$ cat src/rtl/regop_pkg.sv
package regop_pkg;

    localparam int ACC_WIDTH = 16;
    localparam int FIELD_WIDTH = 12;

    // Bit positions within the operation field (priority: higher index wins)
    localparam int OP_CLR_AC  = 11;
    localparam int OP_CLR_E   = 10;
    localparam int OP_INV_AC  = 9;
    localparam int OP_INV_E   = 8;
    localparam int OP_ROT_R   = 7;
    localparam int OP_ROT_L   = 6;
    localparam int OP_INC_AC  = 5;
    localparam int OP_SK_POS  = 4;
    localparam int OP_SK_NEG  = 3;
    localparam int OP_SK_ZAC  = 2;
    localparam int OP_SK_ZE   = 1;
    localparam int OP_HALT    = 0;

endpackage

$ cat src/rtl/regop_prio_sel.sv
module regop_prio_sel #(
    parameter int W = regop_pkg::FIELD_WIDTH
) (
    input  logic [W-1:0] req,
    output logic [W-1:0] grant
);
    // Keep only the highest-numbered set bit
    for (genvar i = 0; i < W; i++) begin : g_bit
        if (i == W - 1) begin : g_top
            assign grant[i] = req[i];
        end else begin : g_rest
            assign grant[i] = req[i] & ~(|req[W-1:i+1]);
        end
    end
endmodule

$ cat src/rtl/regop_datapath.sv
module regop_datapath
    import regop_pkg::*;
#(
    parameter int AC_W = ACC_WIDTH,
    parameter int OP_W = FIELD_WIDTH
) (
    input  logic [AC_W-1:0] ac_cur,
    input  logic            e_cur,
    input  logic [OP_W-1:0] grant,
    output logic [AC_W-1:0] ac_nxt,
    output logic            e_nxt
);
    always_comb begin
        ac_nxt = ac_cur;
        e_nxt  = e_cur;
        if (grant[OP_CLR_AC]) begin
            ac_nxt = '0;
        end
        if (grant[OP_CLR_E]) begin
            e_nxt = 1'b0;
        end
        if (grant[OP_INV_AC]) begin
            ac_nxt = ~ac_cur;
        end
        if (grant[OP_INV_E]) begin
            e_nxt = ~e_cur;
        end
        if (grant[OP_ROT_R]) begin
            ac_nxt = {e_cur, ac_cur[AC_W-1:1]};
            e_nxt  = ac_cur[0];
        end
        if (grant[OP_ROT_L]) begin
            ac_nxt = {ac_cur[AC_W-2:0], e_cur};
            e_nxt  = ac_cur[AC_W-1];
        end
        if (grant[OP_INC_AC]) begin
            ac_nxt = ac_cur + AC_W'(1);
        end
    end
endmodule

$ cat src/rtl/regop_skip_eval.sv
module regop_skip_eval
    import regop_pkg::*;
#(
    parameter int AC_W = ACC_WIDTH,
    parameter int OP_W = FIELD_WIDTH
) (
    input  logic [AC_W-1:0] ac_cur,
    input  logic            e_cur,
    input  logic [OP_W-1:0] grant,
    output logic            skip_hit
);
    logic sign_bit;
    logic ac_zero;

    always_comb begin
        sign_bit = ac_cur[AC_W-1];
        ac_zero  = (ac_cur == '0);
        skip_hit = (grant[OP_SK_POS] & ~sign_bit)
                 | (grant[OP_SK_NEG] &  sign_bit)
                 | (grant[OP_SK_ZAC] &  ac_zero)
                 | (grant[OP_SK_ZE]  & ~e_cur);
    end
endmodule

$ cat src/rtl/accum_regop_exec.sv
module accum_regop_exec
    import regop_pkg::*;
#(
    parameter int AC_W = ACC_WIDTH,
    parameter int OP_W = FIELD_WIDTH
) (
    input  logic            clk,
    input  logic            rst_n,
    input  logic            exec_en,
    input  logic [OP_W-1:0] op_field,
    output logic [AC_W-1:0] ac_q,
    output logic            e_q,
    output logic            skip_pulse,
    output logic            halt_pulse,
    output logic            done_pulse
);
    typedef struct packed {
        logic [AC_W-1:0] ac;
        logic            e;
        logic            skip;
        logic            halt;
        logic            done;
    } exec_state_t;

    exec_state_t st_d, st_q;
    logic [OP_W-1:0] grant;
    logic [AC_W-1:0] ac_nxt;
    logic            e_nxt;
    logic            skip_hit;

    regop_prio_sel #(.W(OP_W)) u_sel (
        .req   (op_field),
        .grant (grant)
    );

    regop_datapath #(.AC_W(AC_W), .OP_W(OP_W)) u_dp (
        .ac_cur (st_q.ac),
        .e_cur  (st_q.e),
        .grant  (grant),
        .ac_nxt (ac_nxt),
        .e_nxt  (e_nxt)
    );

    regop_skip_eval #(.AC_W(AC_W), .OP_W(OP_W)) u_skip (
        .ac_cur   (st_q.ac),
        .e_cur    (st_q.e),
        .grant    (grant),
        .skip_hit (skip_hit)
    );

    always_comb begin
        st_d      = st_q;
        st_d.skip = 1'b0;
        st_d.halt = 1'b0;
        st_d.done = 1'b0;
        if (exec_en) begin
            st_d.ac   = ac_nxt;
            st_d.e    = e_nxt;
            st_d.skip = skip_hit;
            st_d.halt = grant[OP_HALT];
            st_d.done = 1'b1;
        end
    end

    always_ff @(posedge clk) begin
        if (!rst_n) begin
            st_q <= '0;
        end else begin
            st_q <= st_d;
        end
    end

    assign ac_q       = st_q.ac;
    assign e_q        = st_q.e;
    assign skip_pulse = st_q.skip;
    assign halt_pulse = st_q.halt;
    assign done_pulse = st_q.done;
endmodule

$ cat config.mk
export PLATFORM = sky130hd
export DESIGN_NAME = accum_regop_exec
export DESIGN_NICKNAME = d
export VERILOG_FILES = /design/src/rtl/regop_pkg.sv /design/src/rtl/regop_prio_sel.sv /design/src/rtl/regop_datapath.sv /design/src/rtl/regop_skip_eval.sv /design/src/rtl/accum_regop_exec.sv
export SDC_FILE = /design/constraint.sdc
export NUM_CORES = 1
export LEC_CHECK = 0
export BUFFER_PORTS_ARGS = -buffer_cell sky130_fd_sc_hd__buf_4
export CAP_MARGIN = 30
export CORE_MARGIN = 2
export CORE_UTILIZATION = 36
export DETAILED_ROUTE_END_ITERATION = 6
export GPL_TIMING_DRIVEN = 0
export PLACE_DENSITY = 0.63
export SLEW_MARGIN = 20
export SYNTH_ARGS = -nofsm -noshare
export SYNTH_HDL_FRONTEND = slang
export SYNTH_SLANG_ARGS = --single-unit
$ cat constraint.sdc
create_clock -name clk -period 3.2 [get_ports clk]
set_input_delay 0 -clock clk [delete_from_list [all_inputs] [get_ports clk]]
set_output_delay 0 -clock clk [all_outputs]
set_load 0.01 [all_outputs]
==> impl_metrics.py <==
metrics = {
    "status": {
        "status": "finished clean",
    },
    "synthesis": {
        "async_flop_share": 0,
        "synth_seq_area_share": 0.237,
        "ys.flop_type": "dfxtp_1",
        "syn-num-nets": 248,
        "syn_area_um2": 1690,
        "yosysWarnings": 0,
        "synth_edf_count": 0,
        "syn_inst": 231,
        "synth_cell_type_count": 59,
        "avgSynthCellArea_um2": 7.31,
        "synth-seq-cells": 20,
    },
    "setup_path": {
        "start_kind": "register",
        "critPathKind": "register to register",
        "end_kind": "register",
        "worst-path-max-fanout": 9,
        "reg2reg_from": "ac_q[1]$_SDFFE_PN0P_",
        "r2r_slack_ns": 1.06,
        "reg2reg_depth": 7,
        "required_ns": 3.35,
        "crit_arrival_ns": 2.29,
        "r2r_end": "ac_q[14]$_SDFFE_PN0P_",
    },
    "global_routing": {
        "grt_pass1_wl_um": 8810,
        "antenna_found_initial": 0,
        "grt_pass1_vias": 1734,
        "grt_max_degree": 13,
        "grt_usage": 0.214,
        "grt_overflow": 0,
    },
    "clocking": {
        "cts_buffer_depth": 2,
        "cts_resized": 0,
        "postCtsSetupRepairBufs": 0,
        "cts.sink_count": 20,
        "htreeDepth": 1,
        "cts-root-buf": "clkbuf_8",
        "cts-buffers-inserted": 3,
        "path_clk_slew_ns": 0.09,
        "ctsHoldBuffers": 2,
        "cts_tree": "yes",
        "worstSkewPairLatency_ns": 0.27,
    },
    "floorplanning": {
        "dieHeight_um": 72.5,
        "rows": 24,
        "pin_count": 35,
        "die_x_um": 72.5,
        "fp.coreArea_um2": 4440,
        "die-area_um2": 5260,
        "start_util": 0.380,
    },
    "timing": {
        "period_needed_ns": 2.14,
        "finalSetupViolCount": 0,
        "tightest_slew_ns": 0.598,
        "fin_crit_sh": 0.667,
        "finClkSkew_ns": 0.00429,
        "relSlewSlack": 0.598,
        "drv_slew": 0,
        "grt_setup_unrepaired": "no",
        "setup_tns_ns": 0,
        "hold_violations": 0,
        "fmax_ghz": 0.468,
    },
    "placement": {
        "globalplace.congestion": 0.886,
        "postPlaceCellArea_um2": 2000,
        "dp.cells": 316,
        "dp_hpwl_um": 3830,
        "place.port_buffers": 33,
    },
    "route": {
        "wl_per_cell_um": 16.8,
        "routed_via_density": 6.08,
        "drt-pass1-iter-count": 5,
        "drt_iter0_drc": 253,
        "routed_wl_um": 5420,
        "postRouteAntennaNets": 0,
        "via_count": 1959,
        "drc": 0,
    },
    "pwr": {
        "pwr_density_cell_nw_per_um2": 315,
        "ir_worst_vdd_uv": 139,
        "power_leakage_nw": 0.839,
        "power_w": 0.000660,
    },
    "run": {
        "maxCapViolations": 0,
    },
    "final_layout": {
        "finalNonFillerCells": 322,
        "final_nets": 288,
        "area_growth_pct": 23.9,
        "postLayoutCellArea_um2": 2090,
        "drive_above_1_share": 0.259,
        "insertedDiodeCount": 0,
    },
    "hold_path": {
        "hp-class": "input port to register",
        "hold_start": "op_field[4]",
        "hold_depth": 4,
        "hold_path_end": "skip_pulse$_SDFF_PN0_",
    },
}
stage by stage:
stage | utilization | setup WS, ns | hold slack (ns)
floorplan | - | 1.25 | 0.118
global placement | 0.450 | 1.14 | 0.250
detailed placement | 0.450 | 1.11 | 0.247
CTS | 0.471 | 1.06 | 0.0559
global route | 0.471 | 0.879 | 0.0628
finish | 0.471 | 1.06 | 0.0593
per-layer routing:
| metal | global-route usage | vias to the layer above | part of all wire |
|---|---|---|---|
| li1 | - | 946 | - |
| met1 | 0.309 | 906 | 0.45 |
| met2 | 0.319 | 105 | 0.46 |
| met3 | 0.0347 | 2 | 0.090 |
| met4 | 0.0782 | 0 | 0.0054 |
| met5 | 0 | - | 0 |
worst max-delay path by stage:
stage                               startpoint               endpoint  slack (ns)  depth (start not counted)
after floorplan           ac_q[1]$_SDFFE_PN0P_  ac_q[14]$_SDFFE_PN0P_        1.25                          7
after global placement    ac_q[1]$_SDFFE_PN0P_  ac_q[14]$_SDFFE_PN0P_        1.14                          7
after detailed placement  ac_q[1]$_SDFFE_PN0P_  ac_q[12]$_SDFFE_PN0P_        1.11                          7
after CTS                 ac_q[1]$_SDFFE_PN0P_  ac_q[12]$_SDFFE_PN0P_        1.06                          7
after global routing      ac_q[1]$_SDFFE_PN0P_  ac_q[14]$_SDFFE_PN0P_        0.88                          7
final                     ac_q[1]$_SDFFE_PN0P_  ac_q[14]$_SDFFE_PN0P_        1.06                          7
cells in the final DEF (no fill, tap or decap), types with 5 or more instances in the layout:
master	synthesis	final
a21oi_1	21	21
a221o_2	5	5
o21ai_0	17	17
inv_1	8	8
buf_2	8	8
clkbuf_1	6	6
buf_4	4	37
nand3_1	5	5
nor3_1	5	5
nand4_1	5	5
a211oi_1	5	5
dfxtp_1	20	20
nor2_1	24	24
nand2_1	27	27
nor4_1	7	7
synthesized netlist by cell type (2+ instances only):
master | number | area (µm²)
a211oi_1 | 5 | 37.5
o221ai_1 | 2 | 17.5
inv_1 | 8 | 30.0
buf_4 | 4 | 30.0
buf_1 | 2 | 7.51
nor2_1 | 24 | 90.1
o21a_1 | 4 | 30.0
nand3_1 | 5 | 25.0
ha_1 | 2 | 25.0
nand2_1 | 27 | 101
buf_2 | 8 | 40.0
clkbuf_1 | 6 | 22.5
a221oi_1 | 3 | 26.3
o31ai_1 | 2 | 15.0
a31oi_1 | 3 | 18.8
mux2i_1 | 3 | 30.0
a21oi_1 | 21 | 105
o22ai_1 | 4 | 25.0
a221o_2 | 5 | 56.3
nor4_1 | 7 | 43.8
o32ai_1 | 4 | 35.0
o21ai_0 | 17 | 85.1
nor2b_1 | 2 | 12.5
nor3_1 | 5 | 25.0
nand4_1 | 5 | 31.3
dfxtp_1 | 20 | 400
final cells by class:
| cell class | count | area [µm²] |
|---|---|---|
| fill | 478 | 2350 |
| multi-input combinational | 181 | 1140 |
| sequential | 20 | 400 |
| timing repair buffer | 35 | 268 |
| buffer | 22 | 116 |
| tap | 52 | 65.1 |
| clock buffer | 3 | 41.3 |
| clock inverter | 1 | 30.0 |
| inverter | 8 | 30.0 |
flip-flops by register name, summed over array words and instances, names as in the netlist:
register and cells:
ac_q 16, halt_pulse 1, done_pulse 1, e_q 1, skip_pulse 1
worst max-delay path: stages, from the launching register on:
cell and delay, ns:
dfxtp_1 0.54, ha_1 0.33, inv_1 0.05, or4_1 0.50, buf_2 0.18, o21a_1 0.18
o21ai_0 0.15, a21oi_1 0.09
power by group:
group,switching [W],internal (W),total (W)
sequential,0.00000928,0.000256,0.000265
clock,0.0000969,0.000167,0.000264
combinational,0.0000757,0.0000549,0.000131
cell families (layout without fill, tap and decap cells):
logic type | after synthesis | count (layout) | synth area share
and+or+nand+nor | 91 | 91 | 0.282
AOI/OAI and AO/OA | 85 | 85 | 0.361
buffers and inverters | 30 | 69 | 0.0867
DFF | 20 | 20 | 0.237
muxes | 3 | 3 | 0.0178
adders and majority gates | 2 | 2 | 0.0148
Power figures use the tool's default switching activity.
